<file path="config.mk">
export PLATFORM = sky130hd
export DESIGN_NAME = bus_unstick_seq
export DESIGN_NICKNAME = d
export VERILOG_FILES = /design/src/rtl/unstick_pkg.sv /design/src/rtl/unstick_phase_timer.sv /design/src/rtl/unstick_pulse_counter.sv /design/src/rtl/unstick_fsm.sv /design/src/rtl/bus_unstick_seq.sv
export SDC_FILE = /design/constraint.sdc
export NUM_CORES = 1
export LEC_CHECK = 0
export BUFFER_PORTS_ARGS = -buffer_cell sky130_fd_sc_hd__buf_2
export CAP_MARGIN = 20
export CORE_UTILIZATION = 55
export DETAILED_ROUTE_END_ITERATION = 7
export PLACE_DENSITY = 0.75
export SYNTH_ARGS = -nofsm -noshare
export SYNTH_HDL_FRONTEND = slang
export SYNTH_SLANG_ARGS = --single-unit
</file>
<file path="constraint.sdc">
create_clock -name clk -period 2.35 [get_ports clk]
set_input_delay 0.1175 -clock clk [delete_from_list [all_inputs] [get_ports clk]]
set_output_delay 0.1175 -clock clk [all_outputs]
set_load 0.03 [all_outputs]
</file>
<file path="src/rtl/unstick_pkg.sv">
package unstick_pkg;

    typedef enum logic [2:0] {
        ST_IDLE,
        ST_CLK_LO,
        ST_CLK_HI,
        ST_STOP_A,
        ST_STOP_B,
        ST_FINISH
    } rec_state_e;

    typedef struct packed {
        rec_state_e state;
        logic       sda_free;
    } rec_regs_t;

endpackage

</file>
<file path="src/rtl/unstick_phase_timer.sv">
module unstick_phase_timer #(
    parameter int HALF_TICKS = 600
) (
    input  logic clk,
    input  logic rst_n,
    input  logic run_i,
    input  logic clr_i,
    output logic expire_o
);
    localparam int TW = $clog2(HALF_TICKS + 1);
    localparam logic [TW-1:0] LAST = TW'(HALF_TICKS - 1);

    logic [TW-1:0] cnt_d, cnt_q;

    always_comb begin
        cnt_d = cnt_q;
        if (clr_i || !run_i) begin
            cnt_d = '0;
        end else begin
            cnt_d = cnt_q + 1'b1;
        end
    end

    always_ff @(posedge clk) begin
        if (!rst_n) begin
            cnt_q <= '0;
        end else begin
            cnt_q <= cnt_d;
        end
    end

    assign expire_o = run_i && (cnt_q == LAST);
endmodule

</file>
<file path="src/rtl/unstick_pulse_counter.sv">
module unstick_pulse_counter #(
    parameter int MAX_PULSES = 10
) (
    input  logic clk,
    input  logic rst_n,
    input  logic clr_i,
    input  logic inc_i,
    output logic last_o
);
    localparam int CW = $clog2(MAX_PULSES + 1);
    localparam logic [CW-1:0] LAST = CW'(MAX_PULSES - 1);

    logic [CW-1:0] cnt_d, cnt_q;

    always_comb begin
        cnt_d = cnt_q;
        if (clr_i) begin
            cnt_d = '0;
        end else if (inc_i) begin
            cnt_d = cnt_q + 1'b1;
        end
    end

    always_ff @(posedge clk) begin
        if (!rst_n) begin
            cnt_q <= '0;
        end else begin
            cnt_q <= cnt_d;
        end
    end

    // the pulse now finishing is the final one allowed
    assign last_o = (cnt_q == LAST);
endmodule

</file>
<file path="src/rtl/unstick_fsm.sv">
module unstick_fsm
    import unstick_pkg::*;
(
    input  logic clk,
    input  logic rst_n,
    input  logic start_i,
    input  logic sda_in_i,
    input  logic expire_i,
    input  logic last_pulse_i,
    output logic timer_run_o,
    output logic timer_clr_o,
    output logic pc_clr_o,
    output logic pc_inc_o,
    output logic scl_low_o,
    output logic sda_low_o,
    output logic busy_o,
    output logic done_o,
    output logic sda_free_o
);
    rec_regs_t r_d, r_q;

    always_comb begin
        r_d         = r_q;
        timer_clr_o = 1'b0;
        pc_clr_o    = 1'b0;
        pc_inc_o    = 1'b0;
        unique case (r_q.state)
            ST_IDLE: begin
                if (start_i) begin
                    pc_clr_o    = 1'b1;
                    timer_clr_o = 1'b1;
                    r_d.state   = sda_in_i ? ST_FINISH : ST_CLK_LO;
                end
            end
            ST_CLK_LO: begin
                if (expire_i) begin
                    timer_clr_o = 1'b1;
                    r_d.state   = ST_CLK_HI;
                end
            end
            ST_CLK_HI: begin
                if (expire_i) begin
                    timer_clr_o = 1'b1;
                    pc_inc_o    = 1'b1;
                    r_d.state   = (sda_in_i || last_pulse_i) ? ST_STOP_A : ST_CLK_LO;
                end
            end
            ST_STOP_A: begin
                if (expire_i) begin
                    timer_clr_o = 1'b1;
                    r_d.state   = ST_STOP_B;
                end
            end
            ST_STOP_B: begin
                if (expire_i) begin
                    timer_clr_o = 1'b1;
                    r_d.state   = ST_FINISH;
                end
            end
            ST_FINISH: begin
                r_d.sda_free = sda_in_i;
                r_d.state    = ST_IDLE;
            end
            default: r_d.state = ST_IDLE;
        endcase
    end

    always_ff @(posedge clk) begin
        if (!rst_n) begin
            r_q.state    <= ST_IDLE;
            r_q.sda_free <= 1'b0;
        end else begin
            r_q <= r_d;
        end
    end

    assign timer_run_o = (r_q.state == ST_CLK_LO) || (r_q.state == ST_CLK_HI) ||
                         (r_q.state == ST_STOP_A) || (r_q.state == ST_STOP_B);
    assign busy_o      = timer_run_o;
    assign scl_low_o   = (r_q.state == ST_CLK_LO) || (r_q.state == ST_STOP_A);
    assign sda_low_o   = (r_q.state == ST_STOP_A) || (r_q.state == ST_STOP_B);
    assign done_o      = (r_q.state == ST_FINISH);
    assign sda_free_o  = r_q.sda_free;
endmodule

</file>
<file path="src/rtl/bus_unstick_seq.sv">
module bus_unstick_seq #(
    parameter int HALF_TICKS = 600,
    parameter int MAX_PULSES = 10
) (
    input  logic clk,
    input  logic rst_n,
    input  logic start_i,
    input  logic sda_in_i,
    output logic scl_low_o,
    output logic sda_low_o,
    output logic busy_o,
    output logic done_o,
    output logic sda_free_o
);
    logic timer_run, timer_clr, expire;
    logic pc_clr, pc_inc, last_pulse;

    unstick_phase_timer #(.HALF_TICKS(HALF_TICKS)) u_timer (
        .clk      (clk),
        .rst_n    (rst_n),
        .run_i    (timer_run),
        .clr_i    (timer_clr),
        .expire_o (expire)
    );

    unstick_pulse_counter #(.MAX_PULSES(MAX_PULSES)) u_pcnt (
        .clk    (clk),
        .rst_n  (rst_n),
        .clr_i  (pc_clr),
        .inc_i  (pc_inc),
        .last_o (last_pulse)
    );

    unstick_fsm u_fsm (
        .clk          (clk),
        .rst_n        (rst_n),
        .start_i      (start_i),
        .sda_in_i     (sda_in_i),
        .expire_i     (expire),
        .last_pulse_i (last_pulse),
        .timer_run_o  (timer_run),
        .timer_clr_o  (timer_clr),
        .pc_clr_o     (pc_clr),
        .pc_inc_o     (pc_inc),
        .scl_low_o    (scl_low_o),
        .sda_low_o    (sda_low_o),
        .busy_o       (busy_o),
        .done_o       (done_o),
        .sda_free_o   (sda_free_o)
    );
endmodule

</file>
=== Word-level counts from Yosys, hierarchy flattened ===
Index checks and enable logic that the tools add are counted.

* $add $sub $neg: 2
* Equal/unequal tests: 12
* Muxes and demuxes: 13
* Bitwise logic cells: 1
* Reduce and logical (&&, ||, !) cells: 14

{| class="wikitable"
|+ Operators by type and width
! kind !! number
|-
| 3-bit two-way mux || 6
|-
| 3-bit one-hot mux with 5 select lines || 1
|-
| 10-bit by 1-bit adder with 10-bit output, second input constant || 1
|-
| 10-bit == test, second input constant || 1
|-
| 2-bit inequality test, second input constant || 5
|-
| 1-bit logical OR || 7
|-
| 3-bit by 2-bit == test with 1-bit output, second input constant || 2
|-
| 3-bit == test, second input constant || 2
|-
| 5-bit AND reduction || 1
|-
| 4-bit by 1-bit adder with 4-bit output, second input constant || 1
|-
| 4-bit == test, second input constant || 1
|-
| 1-bit two-way mux || 4
|-
| 2-bit OR reduction || 2
|-
| 4-bit OR reduction || 1
|-
| 3-bit by 1-bit == test with 1-bit output, second input constant || 1
|-
| 3-bit logical NOT || 1
|-
| 2-bit two-way mux || 1
|-
| 1-bit one-hot mux with 2 select lines || 1
|-
| 1-bit logical AND || 1
|-
| 1-bit logical NOT || 1
|-
| 1-bit NOT || 1
|}

* Bits in registers: 18
* Input bits: 4
* Output and inout port bits: 5
* Word-level logic and storage cells: 46

=== Depth between registers and ports, before layout ===
Gate-level depths: netlist of the first run.

* Word-level depth: 9
* Depth in mapped cells: 6
* Gate-level depth less buffers: 6

=== Hierarchy ===
A second synthesis of the first run with hierarchy kept.

* Cells, all modules: 105
* Area total of the unflattened synthesis: 943.4 sq um

{| class="wikitable"
|+ By module, submodules not included
! module !! times used !! cells each !! area an instance (sq um) !! seq. area each (sq um)
|-
| unstick_phase_timer || 1 || 49 || 436.7 || 200.2
|-
| unstick_fsm || 1 || 35 || 305.3 || 80.1
|-
| unstick_pulse_counter || 1 || 21 || 201.4 || 80.1
|}

=== Worst setup path before layout of the first run ===
No wires, ideal clock.

* Path type: register to register
* Start: register u_fsm.r_q[1] in the netlist's numbering
* End: register u_timer.cnt_q[2]
* Library setup time: 71 ps
* Arrival time: 1,597 ps
* Data required time: 2,279 ps
* Setup slack: 683 ps
* Cell stages (with the launch flop): 5
* Buffers on the path: 0
* Period minus slack after synthesis: 1,667 ps
* Cells stage by stage: dfxtp_1 nor2_1 xnor2_1 nand3_1 nor2_1

* Word-level cells in the longest chain between the ends: 9
* Elaborated cells on any way between the ends: 15
* Classes of those cells: eq/ne: 4; mux: 2; reduce/logical: 9

{| class="wikitable"
|+ Ends and longest elaborated chain
! what !! line !! RTL
|-
| from (decl) || unstick_fsm.sv:20 || <nowiki>rec_regs_t r_d, r_q;</nowiki>
|-
| from (signal assigned) || unstick_fsm.sv:73 || <nowiki>r_q <= r_d;</nowiki>
|-
| 3-bit by 1-bit == test with 1-bit output / 3-bit by 2-bit == test with 1-bit output (equally long branches) || unstick_fsm.sv:77 || <nowiki>assign timer_run_o = (r_q.state == ST_CLK_LO) || (r_q.state == ST_CLK_HI) ||</nowiki>
|-
| 1-bit logical OR (2 in series) || unstick_fsm.sv:77 ||
|-
| 1-bit logical OR (*) || unstick_fsm.sv:78 || <nowiki>(r_q.state == ST_STOP_A) || (r_q.state == ST_STOP_B);</nowiki>
|-
| named net busy_o || bus_unstick_seq.sv:11 || <nowiki>output logic busy_o,</nowiki>
|-
| 1-bit logical AND || unstick_phase_timer.sv:32 || <nowiki>assign expire_o = run_i && (cnt_q == LAST);</nowiki>
|-
| 1-bit two-way mux || n/a ||
|-
| 1-bit one-hot mux with 2 select lines || unstick_fsm.sv:27 || <nowiki>unique case (r_q.state)</nowiki>
|-
| 1-bit logical OR (*) || unstick_phase_timer.sv:17 || <nowiki>if (clr_i || !run_i) begin</nowiki>
|-
| 2-bit OR reduction (no source line) (*) || n/a ||
|-
| to (signal assigned) || unstick_phase_timer.sv:28 || <nowiki>cnt_q <= cnt_d;</nowiki>
|-
| to (decl) || unstick_phase_timer.sv:13 || <nowiki>logic [TW-1:0] cnt_d, cnt_q;</nowiki>
|}

The timed path passes the listed nets; every way through them passes the cells marked *.
A chain may end at the register's enable or synchronous reset.

=== Final worst setup path of the first run ===
* Start: register u_fsm.r_q[2] in the netlist's numbering
* End: register u_pcnt.cnt_q[2]

* Word-level cells in the longest chain between the ends: 7
* Elaborated cells on any way between the ends: 13
* Classes of those cells: eq/ne: 4; mux: 3; reduce/logical: 6

{| class="wikitable"
|+ Ends and longest elaborated chain
! what !! line !! RTL
|-
| 3-bit by 1-bit == test with 1-bit output / 3-bit by 2-bit == test with 1-bit output (equally long branches) || unstick_fsm.sv:77, unstick_fsm.sv:27 ||
|-
| 1-bit logical OR (2 in series) || unstick_fsm.sv:77 ||
|-
| 1-bit logical OR || unstick_fsm.sv:78 ||
|-
| 1-bit logical AND || unstick_phase_timer.sv:32 ||
|-
| 1-bit two-way mux || unstick_fsm.sv:42 || <nowiki>if (expire_i) begin</nowiki>
|-
| 1-bit two-way mux || unstick_fsm.sv:27 ||
|-
| to (signal assigned) || unstick_pulse_counter.sv:28 || <nowiki>cnt_q <= cnt_d;</nowiki>
|-
| to (decl) || unstick_pulse_counter.sv:13 || <nowiki>logic [CW-1:0] cnt_d, cnt_q;</nowiki>
|}

Several ways; a longest one is shown, not always the timed one.

==> results.sh, run 1 <==
export IMPL_pwr_density_cell_nw_per_um2=569
export IMPL_insertion_delay_ns=0.30
export IMPL_hold_path_depth=3
export IMPL_min_from="rst_n"
export IMPL_clock_fmax_mhz=655
export IMPL_top_level_ports=9
export IMPL_min_period_ns=1.53
export IMPL_die_x_um=42.4
export IMPL_cts_resized_gates=0
export IMPL_slew_violations=0
export IMPL_cts_path_max_buffers=2
export IMPL_setup_slack_ns=0.823
export IMPL_r2r_end="u_pcnt.cnt_q[2]"
export IMPL_async_flop_share=0
export IMPL_crit_path_start_kind="flop"
export IMPL_ant_nets=0
export IMPL_cts_buffers=3
export IMPL_leakagePower_nw=0.389
export IMPL_viasPerCell=5.48
export IMPL_synth_top_family_by_area="simple AND/OR/NAND/NOR gates"
export IMPL_grt_pass1_wl_mm=2.51
export IMPL_ys_warn_count=0
export IMPL_ys_seq_area_frac=0.401
export IMPL_die_area_um2=1800
export IMPL_cts_tree="built"
export IMPL_synth_seq_cells=18
export IMPL_synthAdderAreaFrac=0.0417
export IMPL_yosysMostFrequentCell="dfxtp_1"
export IMPL_synth_cell_types=33
export IMPL_setup_violations=0
export IMPL_routed_top_layer="met3"
export IMPL_synth_common_cells="dfxtp_1 (18), nor2_1 (16), nand2_1 (10)"
export IMPL_synth_compound_area_frac=0.0640
export IMPL_critical_path_class="reg -> reg"
export IMPL_rsz0062_at_grt="false"
export IMPL_synth_main_ff_cell="dfxtp_1"
export IMPL_ff2ff_setup_slack_ns=0.82
export IMPL_floorplan_initialDensity=0.590
export IMPL_synth_area_top_cells="dfxtp_1 (40%), nor2_1 (6.7%), xnor2_1 (4.9%), xor2_1 (4.9%), ha_1 (4.2%)"
export IMPL_arrival_ns=1.78
export IMPL_finalCritPeriodShare=0.650
export IMPL_wl_met3_um=46
export IMPL_tightestPinTransition_ns=0.395
export IMPL_endpoint_kind="flop"
export IMPL_cp_data_required_time_ns=2.60
export IMPL_antenna_found_initial=0
export IMPL_placed_area_um2=951
export IMPL_core_rowCount=14
export IMPL_synth_xor_area_frac=0.0974
export IMPL_final_cell_area_um2=987
export IMPL_coreArea_um2=1520
export IMPL_wire_per_inst_um=12.2
export IMPL_worst_r2r_path_depth=4
export IMPL_status="finished clean"
export IMPL_drt_met1_wl_um=780
export IMPL_drive_gt1_frac=0.176
export IMPL_syn_cell_area_um2=900
export IMPL_drtPass1Iterations=4
export IMPL_timing_setup_tns_ns=0
export IMPL_synth_edf_count=0
export IMPL_ir_drop_mv=0.410
export IMPL_clock_sinks=18
export IMPL_grt_overflow=0
export IMPL_num_vias=680
export IMPL_post_cts_setup_buffer_count=0
export IMPL_fp_dieH_um=42.4
export IMPL_gp_congestion=0.750
export IMPL_cts_hold_buf=0
export IMPL_synth_top_area_share=0.401
export IMPL_final_cells=124
export IMPL_fin_total_pwr_mw=0.562
export IMPL_clkTransAtPathRegs_ns=0.11
export IMPL_synth_simple_area_share=0.334
export IMPL_drt_first_iter_violations=9
export IMPL_routed_wl_mm=1.52
export IMPL_hold_end="u_fsm.r_q[2]"
export IMPL_remaining_drc_errors=0
export IMPL_timing_rr_start="u_fsm.r_q[2]"
export IMPL_synthMuxAreaShare=0.0362
export IMPL_htree_num_levels=1
export IMPL_wl_met2_um=691
export IMPL_synth_largest_area_cell="dfxtp_1"
export IMPL_grt_pass1_vias=601
export IMPL_cts_root_buf="clkbuf_4"
export IMPL_grt_start_max_net_pins=11
export IMPL_netlist_instances=98
export IMPL_cap_violations=0
export IMPL_n_antenna_cell=0
export IMPL_port_buffers=8
export IMPL_critPathMaxFanout=8
export IMPL_synth_nets=105
export IMPL_syn_to_final_growth_pct=9.74
export IMPL_dp_hpwl_mm=1.12
export IMPL_pre_cts_ws_ns=0.852
export IMPL_finalHoldViolations=0
export IMPL_dp_cells=120
export IMPL_hp_class="in -> reg"
export IMPL_fill_cells=137
export IMPL_fin_skew_ns=0.0167
export IMPL_finalNetCount=116
export IMPL_post_synth_cell_area_avg_um2=9.18
export IMPL_grt_use_total=0.185
export IMPL_max_slew_margin_rel=0.736
[layout by cell type (no fill, tap or decap), drive strengths merged, types with 3 or more instances in the layout]
| master | n |
|---|---|
| nand4 | 3 |
| xnor2 | 5 |
| nor2 | 16 |
| nand2 | 10 |
| a21oi | 3 |
| ha | 3 |
| dfxtp | 18 |
| xor2 | 5 |
| nand3 | 4 |
| clkbuf | 4 |
| inv | 4 |
| buf | 8 |
[metrics by stage]
stage / hold slack, ns / utilization
floorplan: 0.287 / -
global placement: 0.416 / 0.624
detailed placement: 0.428 / 0.624
CTS: 0.106 / 0.648
global route: 0.118 / 0.648
finish: 0.102 / 0.648
[sequential cells by signal, indices dropped and copies added, names as in the netlist]
register / count
u_pcnt.cnt_q: 4
u_fsm.r_q: 3
u_fsm.sda_free_o: 1
u_timer.cnt_q: 10
[where the power goes]
| part | switching [mW] | leakage (nW) | internal [mW] | total [mW] |
|---|---|---|---|---|
| clock network | 0.0923 | 0.0210 | 0.0945 | 0.187 |
| logic | 0.0371 | 0.222 | 0.0195 | 0.0566 |
| registers | 0.00805 | 0.146 | 0.311 | 0.319 |
| total | 0.137 | 0.389 | 0.425 | 0.562 |
[kinds of logic after synthesis]
kind of cell / count (synthesis)
mux: 3
xor+xnor: 10
simple gates: 49
flops: 18
compound gates: 9
fa+ha+maj: 3
buf+inv: 6
[worst max path at each step]
stage / startpoint / end / slack [ns] / depth (start not counted)
after global routing: u_fsm.r_q[2] / u_pcnt.cnt_q[2] / 0.75 / 4
after floorplan: u_fsm.r_q[1] / u_timer.cnt_q[2] / 0.68 / 4
final: u_fsm.r_q[2] / u_pcnt.cnt_q[2] / 0.82 / 4
after CTS: u_timer.cnt_q[0] / u_fsm.r_q[1] / 0.84 / 5
after global placement: u_timer.cnt_q[0] / u_fsm.r_q[1] / 0.89 / 5
after detailed placement: u_timer.cnt_q[0] / u_fsm.r_q[1] / 0.85 / 5
[worst max-delay path, stage by stage, from the launching register on]
cell and delay (ns):
dfxtp_1 0.48, nor3b_2 0.31, nand4_4 0.17, or4_1 0.43
nand2_1 0.08
[layout make-up]
| cell class | instances | area [um2] | share of cell area |
|---|---|---|---|
| flip-flops and latches | 18 | 360 | 0.365 |
| repair buffers | 8 | 40.0 | 0.0406 |
| clock buffers | 4 | 36.3 | 0.0368 |
| multi-input cells | 74 | 515 | 0.522 |
| well taps | 16 | 20.0 | 0.0203 |
| inverters | 4 | 15.0 | 0.0152 |
[per-layer routing]
layer  vias to the layer above  GRT usage
li1                        355          -
met1                       318      0.232
met2                         7      0.289
met3                         0     0.0776
met4                         0     0.0563
met5                         -          0
No activity file was read; power rests on OpenSTA's default activity.
==> run 2, diff against run 1 <==
==> constraint.sdc (replaced) <==
create_clock -name clk -period 1.56 [get_ports clk]
set_input_delay 0.078 -clock clk [delete_from_list [all_inputs] [get_ports clk]]
set_output_delay 0.078 -clock clk [all_outputs]
set_load 0.03 [all_outputs]
==> run 2 against run 1 <==
Against the previous run:
- non-clock buffer count up 6
- clock skew down 0.014 ns
- design area up 5.6%
- first-iteration DRC count up 11%
- total power up 54%
- via count up 3.5%
- combinational power up 80%
- sequential cell count unchanged
- global-route usage up 2.9 points
- worst hold slack worse by 0.031 ns
==> results.sh, run 2 (synthesized netlist as in run 1, its figures left out) <==
export IMPL_syn_to_final_growth_pct=15.9
export IMPL_cp_data_required_time_ns=1.80
export IMPL_gp_congestion=0.728
export IMPL_leakagePower_nw=0.427
export IMPL_arrival_ns=1.73
export IMPL_final_common_cell="dfxtp_1"
export IMPL_tightestPinTransition_ns=0.288
export IMPL_cap_violations=0
export IMPL_dp_hpwl_mm=1.19
export IMPL_crit_path_start_kind="flop"
export IMPL_drive_gt1_frac=0.237
export IMPL_grt_met1_usage=0.255
export IMPL_grt_use_met2=0.382
export IMPL_grtUsageMet3=0.0647
export IMPL_max_slew_margin_rel=0.808
export IMPL_routed_wl_mm=1.52
export IMPL_n_antenna_cell=0
export IMPL_final_util=0.684
export IMPL_holdWs_ns=0.0708
export IMPL_grt_use_total=0.214
export IMPL_finalNetCount=122
export IMPL_post_cts_setup_buffer_count=0
export IMPL_slew_violations=0
export IMPL_drtPass1Iterations=4
export IMPL_largest_register="u_timer.cnt_q"
export IMPL_grt_overflow=0
export IMPL_floorplan_initialDensity=0.590
export IMPL_largest_registers="u_timer.cnt_q: 10 flops, u_pcnt.cnt_q: 4 flops, u_fsm.r_q: 3 flops"
export IMPL_core_rowCount=14
export IMPL_hp_class="in -> reg"
export IMPL_cts_hold_buf=0
export IMPL_drt_first_iter_violations=10
export IMPL_clock_sinks=18
export IMPL_ir_drop_mv=0.673
export IMPL_remaining_drc_errors=0
export IMPL_antenna_found_initial=0
export IMPL_port_buffers=8
export IMPL_pwr_density_cell_nw_per_um2=833
export IMPL_cts_path_max_buffers=2
export IMPL_die_area_um2=1800
export IMPL_viasPerCell=5.42
export IMPL_fin_skew_ns=0.00294
export IMPL_coreArea_um2=1520
export IMPL_finalHoldViolations=0
export IMPL_clkTransAtPathRegs_ns=0.10
export IMPL_htree_num_levels=1
export IMPL_top_usage_layer="met2"
export IMPL_critPathMaxFanout=8
export IMPL_die_x_um=42.4
export IMPL_mostFrequentLayoutCells="dfxtp_1 (17), nor2_1 (16), nand2_1 (10)"
export IMPL_endpoint_kind="flop"
export IMPL_ant_nets=0
export IMPL_cts_buffers=3
export IMPL_wire_per_inst_um=11.7
export IMPL_top_level_ports=9
export IMPL_grt_pass1_wl_mm=2.95
export IMPL_grt_start_max_net_pins=11
export IMPL_min_period_ns=1.48
export IMPL_critical_path_class="reg -> reg"
export IMPL_fp_dieH_um=42.4
export IMPL_largest_reg_flops=10
export IMPL_cts_tree="built"
export IMPL_status="finished clean"
export IMPL_rsz0062_at_grt="true"
export IMPL_setup_violations=0
export IMPL_clock_fmax_mhz=674
export IMPL_cts_root_buf="clkbuf_4"
export IMPL_insertion_delay_ns=0.29
export IMPL_num_vias=704
export IMPL_grt_pass1_vias=724
export IMPL_finalCritPeriodShare=0.951
run 2: changes by cell type in the layout (fill, tap and decap cells not counted), sizes merged:
cell	delta
buf	+6
run 2: layer usage:
layer  share of wire  up-vias
met5               0        -
met3           0.040        2
li1                -      366
met1            0.46      325
met2            0.49       11
met4          0.0033        0
run 2: worst max-delay path, stage by stage, from the launching register on:
cell and delay, ns:
dfxtp_1 0.46, nor3b_2 0.30, nand4_4 0.17, or4_1 0.42, nand2_1 0.08
run 2: cell type report:
class                      count  area [um2]
clock buffer                   4        36.3
fill                         124         482
inverter                       4        15.0
multi-input combinational     74         524
sequential                    18         362
tap                           16        20.0
timing repair buffer          14        85.1
run 2: through the flow:
step	setup WS [ns]	cells	total power [mW]	TNS [ns]	instance area, um2
floorplan	0.126	98	0.556	0	907
global placement	0.0976	126	0.588	0	1000
detailed placement	0.0493	126	0.591	0	1000
CTS	0.0356	130	0.880	0	1040
global route	-0.0169	130	0.908	-0.0225	1040
finish	0.0759	130	0.868	0	1040
run 2: final timing paths:
kind	to	cells after the start	slack, ns	startpoint
hold reg to reg	u_timer.cnt_q[0]	1	0.44	u_timer.cnt_q[0]
setup reg to reg	u_pcnt.cnt_q[3]	4	0.08	u_fsm.r_q[2]
setup / recovery	u_pcnt.cnt_q[3]	4	0.08	u_fsm.r_q[2]
hold / removal	u_fsm.r_q[2]	3	0.07	rst_n
run 2: where the power goes:
part | switching, mW | leakage (nW) | internal, mW | total [mW]
sequential | 0.0102 | 0.146 | 0.469 | 0.479
clock | 0.145 | 0.0210 | 0.142 | 0.287
combinational | 0.0612 | 0.261 | 0.0406 | 0.102
total | 0.216 | 0.427 | 0.652 | 0.868
run 2: timing repair:
item / in CTS / in global routing
endpoints found under the hold margin: 0 / 0
endpoints found under the setup margin: 0 / 4
resized for setup: 0 / 2
==> run 3, diff against run 2 <==
--- a/config.mk
+++ b/config.mk
@@ -5,11 +5,13 @@
 export SDC_FILE = /design/constraint.sdc
 export NUM_CORES = 1
 export LEC_CHECK = 0
+export ABC_AREA = 1
 export BUFFER_PORTS_ARGS = -buffer_cell sky130_fd_sc_hd__buf_2
 export CAP_MARGIN = 20
+export CORE_ASPECT_RATIO = 1.4
 export CORE_UTILIZATION = 55
 export DETAILED_ROUTE_END_ITERATION = 7
-export PLACE_DENSITY = 0.75
+export PLACE_DENSITY = 0.87
 export SYNTH_ARGS = -nofsm -noshare
 export SYNTH_HDL_FRONTEND = slang
 export SYNTH_SLANG_ARGS = --single-unit
==> run 3 against run 2 <==
Against the previous run:
- final cell count rose by 35%
- worst setup slack improved by 0.10 ns
- critical path depth did not move
- sequential cell count did not move
- sequential power rose by 24%
- wire length rose by 14%
- synthesized cell count rose by 48%
- first-iteration DRC count fell by 50%
- highest routed layer unchanged
- sequential share of layout area fell by 1.7 points
- utilization fell by 6.2 points
- clock power fell by 25%
- combinational power rose to 5.9 times the previous value
- largest cell class unchanged
==> results.sh, run 3 <==
export IMPL_crit_path_start_kind="flop"
export IMPL_power_switching_mw=0.623
export IMPL_largest_registers="u_timer.cnt_q: 10 flops, u_pcnt.cnt_q: 4 flops, u_fsm.r_q: 3 flops"
export IMPL_netlist_instances=145
export IMPL_insertion_delay_ns=0.28
export IMPL_seq_power_share=0.422
export IMPL_synth_largest_area_cell="dfxtp_1"
export IMPL_grt_overflow=0
export IMPL_gp_congestion=0.745
export IMPL_timing_setup_tns_ns=0
export IMPL_p_clk_frac=0.151
export IMPL_wire_per_inst_um=9.94
export IMPL_setup_violations=0
export IMPL_finalHoldViolations=0
export IMPL_floorplan_initialDensity=0.578
export IMPL_cts_buffers=3
export IMPL_rsz0062_at_grt="false"
export IMPL_synth_edf_count=0
export IMPL_leakagePower_nw=0.486
export IMPL_arrival_ns=1.31
export IMPL_finalNetCount=164
export IMPL_max_slew_margin_rel=0.767
export IMPL_critical_path_class="reg -> out"
export IMPL_switching_share=0.441
export IMPL_cts_tree="built"
export IMPL_largest_reg_flops=10
export IMPL_coreArea_um2=1760
export IMPL_largest_register="u_timer.cnt_q"
export IMPL_final_cell_area_um2=1090
export IMPL_p_int_mw=0.789
export IMPL_die_area_um2=2030
export IMPL_async_flop_share=0
export IMPL_drtPass1Iterations=2
export IMPL_synth_common_cells="nand2_1 (34), dfxtp_1 (18), inv_1 (17), nor2_1 (17), nand3_1 (16)"
export IMPL_critPathMaxFanout=9
export IMPL_placed_area_um2=1070
export IMPL_synth_seq_cells=18
export IMPL_ys_warn_count=0
export IMPL_cts_resized_gates=0
export IMPL_grt_use_met2=0.393
export IMPL_status="finished clean"
export IMPL_top_usage_layer="met2"
export IMPL_final_common_cell="nand2_1"
export IMPL_grt_start_max_net_pins=11
export IMPL_ys_seq_area_frac=0.355
export IMPL_syn_cell_area_um2=1020
export IMPL_pwr_density_cell_nw_per_um2=1290
export IMPL_synth_main_ff_cell="dfxtp_1"
export IMPL_antenna_found_initial=0
export IMPL_clock_sinks=18
export IMPL_synth_cell_types=23
export IMPL_synth_nets=152
export IMPL_cap_violations=0
export IMPL_num_vias=861
export IMPL_post_cts_setup_buffer_count=0
export IMPL_fin_total_pwr_mw=1.41
export IMPL_grt_pass1_wl_mm=3.02
export IMPL_slew_violations=0
export IMPL_port_buffers=8
export IMPL_drive_gt1_frac=0.226
export IMPL_fp_dieH_um=52.9
export IMPL_viasPerCell=4.92
export IMPL_hp_class="in -> reg"
export IMPL_n_antenna_cell=0
export IMPL_die_x_um=38.3
export IMPL_critPathMaxStageDelay_ns=0.42
export IMPL_core_rowCount=18
export IMPL_finalCritPeriodShare=0.887
export IMPL_clkTransAtPathRegs_ns=0.09
export IMPL_fin_skew_ns=0.00191
export IMPL_post_synth_cell_area_avg_um2=7.01
export IMPL_cts_path_max_buffers=2
export IMPL_synth_top_area_share=0.355
export IMPL_remaining_drc_errors=0
export IMPL_cp_data_required_time_ns=1.48
export IMPL_yosysMostFrequentCell="nand2_1"
export IMPL_cts_root_buf="clkbuf_4"
export IMPL_htree_num_levels=1
export IMPL_path_cells="nor2_2 -> nand2_2 -> nand2_2 -> buf_2"
export IMPL_grt_met1_usage=0.204
export IMPL_mostFrequentLayoutCells="nand2_1 (34), dfxtp_1 (18), inv_1 (17), nor2_1 (17), nand3_1 (16)"
export IMPL_routed_wl_mm=1.74
export IMPL_grt_pass1_vias=816
export IMPL_grt_use_total=0.214
export IMPL_slowest_stage="dfxtp_1"
export IMPL_ir_drop_mv=0.700
export IMPL_endpoint_kind="primary output"
export IMPL_grtUsageMet3=0.0420
export IMPL_synth_area_top_cells="dfxtp_1 (35%), nand2_1 (13%), nand3_1 (7.9%), inv_1 (6.3%), nor2_1 (6.3%)"
export IMPL_ant_nets=0
export IMPL_syn_to_final_growth_pct=7.51
export IMPL_tightestPinTransition_ns=0.350
export IMPL_min_period_ns=1.38
export IMPL_p_comb_frac=0.426
export IMPL_dp_hpwl_mm=1.43
export IMPL_top_level_ports=9
export IMPL_cts_hold_buf=0
export IMPL_crit_path_frequent_cell="nand2_2"
export IMPL_drt_first_iter_violations=5
export IMPL_clock_fmax_mhz=722
==> run 3: changes by cell type in the layout (fill, tap and decap cells not counted), sizes merged, moves of 3 or more <==
cell   previous run  this run
buf              14         8
inv               4        24
a21oi             3         6
nor2             16        23
nand3             4        16
nand2            10        41
xnor2             5         1
==> run 3: worst max-delay path, delay by kind of cell, from the launching register on <==
family | cells | cell delay (ns)
buf+inv | 1 | 0.21
flops | 1 | 0.42
simple gates | 3 | 0.40
==> run 3: per-stage QoR <==
step                      hold WS [ns]  std cells  utilization  setup slack [ns]
after floorplan                  0.204        145            -             0.322
after global placement           0.363        172        0.609             0.253
after detailed placement         0.375        172        0.609             0.213
after CTS                       0.0676        175        0.622             0.169
after global routing            0.0749        175        0.622            0.0487
final                           0.0747        175        0.622             0.176
==> run 3: worst paths after layout <==
kind                          from               end  slack [ns]  cells after the start
hold / removal            sda_in_i  u_fsm.sda_free_o        0.07                      3
setup reg to reg  u_timer.cnt_q[0]   u_pcnt.cnt_q[1]        0.21                      9
setup / recovery      u_fsm.r_q[1]            busy_o        0.18                      4
hold reg to reg   u_timer.cnt_q[0]  u_timer.cnt_q[0]        0.46                      1
==> run 3: layer usage <==
metal	share of wire	vias up
met1	0.42	377
met2	0.54	11
li1	-	469
met3	0.022	4
met5	0	-
met4	0.021	0
==> run 3: cell families after synthesis <==
group,Yosys count,share of synthesized area
AND/OR/NAND/NOR,86,0.414
buffers and inverters,25,0.102
flip-flops,18,0.355
AO/OA/AOI/OAI,9,0.0579
XOR/XNOR,4,0.0345
adder cells (fa/ha/maj),3,0.0369
==> run 3: final cells by class <==
cell class / instances / area (um2)
Clock buffer: 3 / 22.5
Fill cell: 161 / 664
Inverter: 24 / 92.6
Multi-Input combinational cell: 102 / 552
Sequential cell: 18 / 360
Tap cell: 20 / 25.0
Timing Repair Buffer: 8 / 40.0
==> run 3: power by group through the flow <==
stage | Sequential (mW) | Combinational [mW] | Clock [mW]
global route | 0.607 | 0.669 | 0.240
CTS | 0.595 | 0.609 | 0.222
finish | 0.596 | 0.602 | 0.214
detailed placement | 0.606 | 0.607 | 0
global placement | 0.603 | 0.588 | 0
floorplan | 0.576 | 0.526 | 0
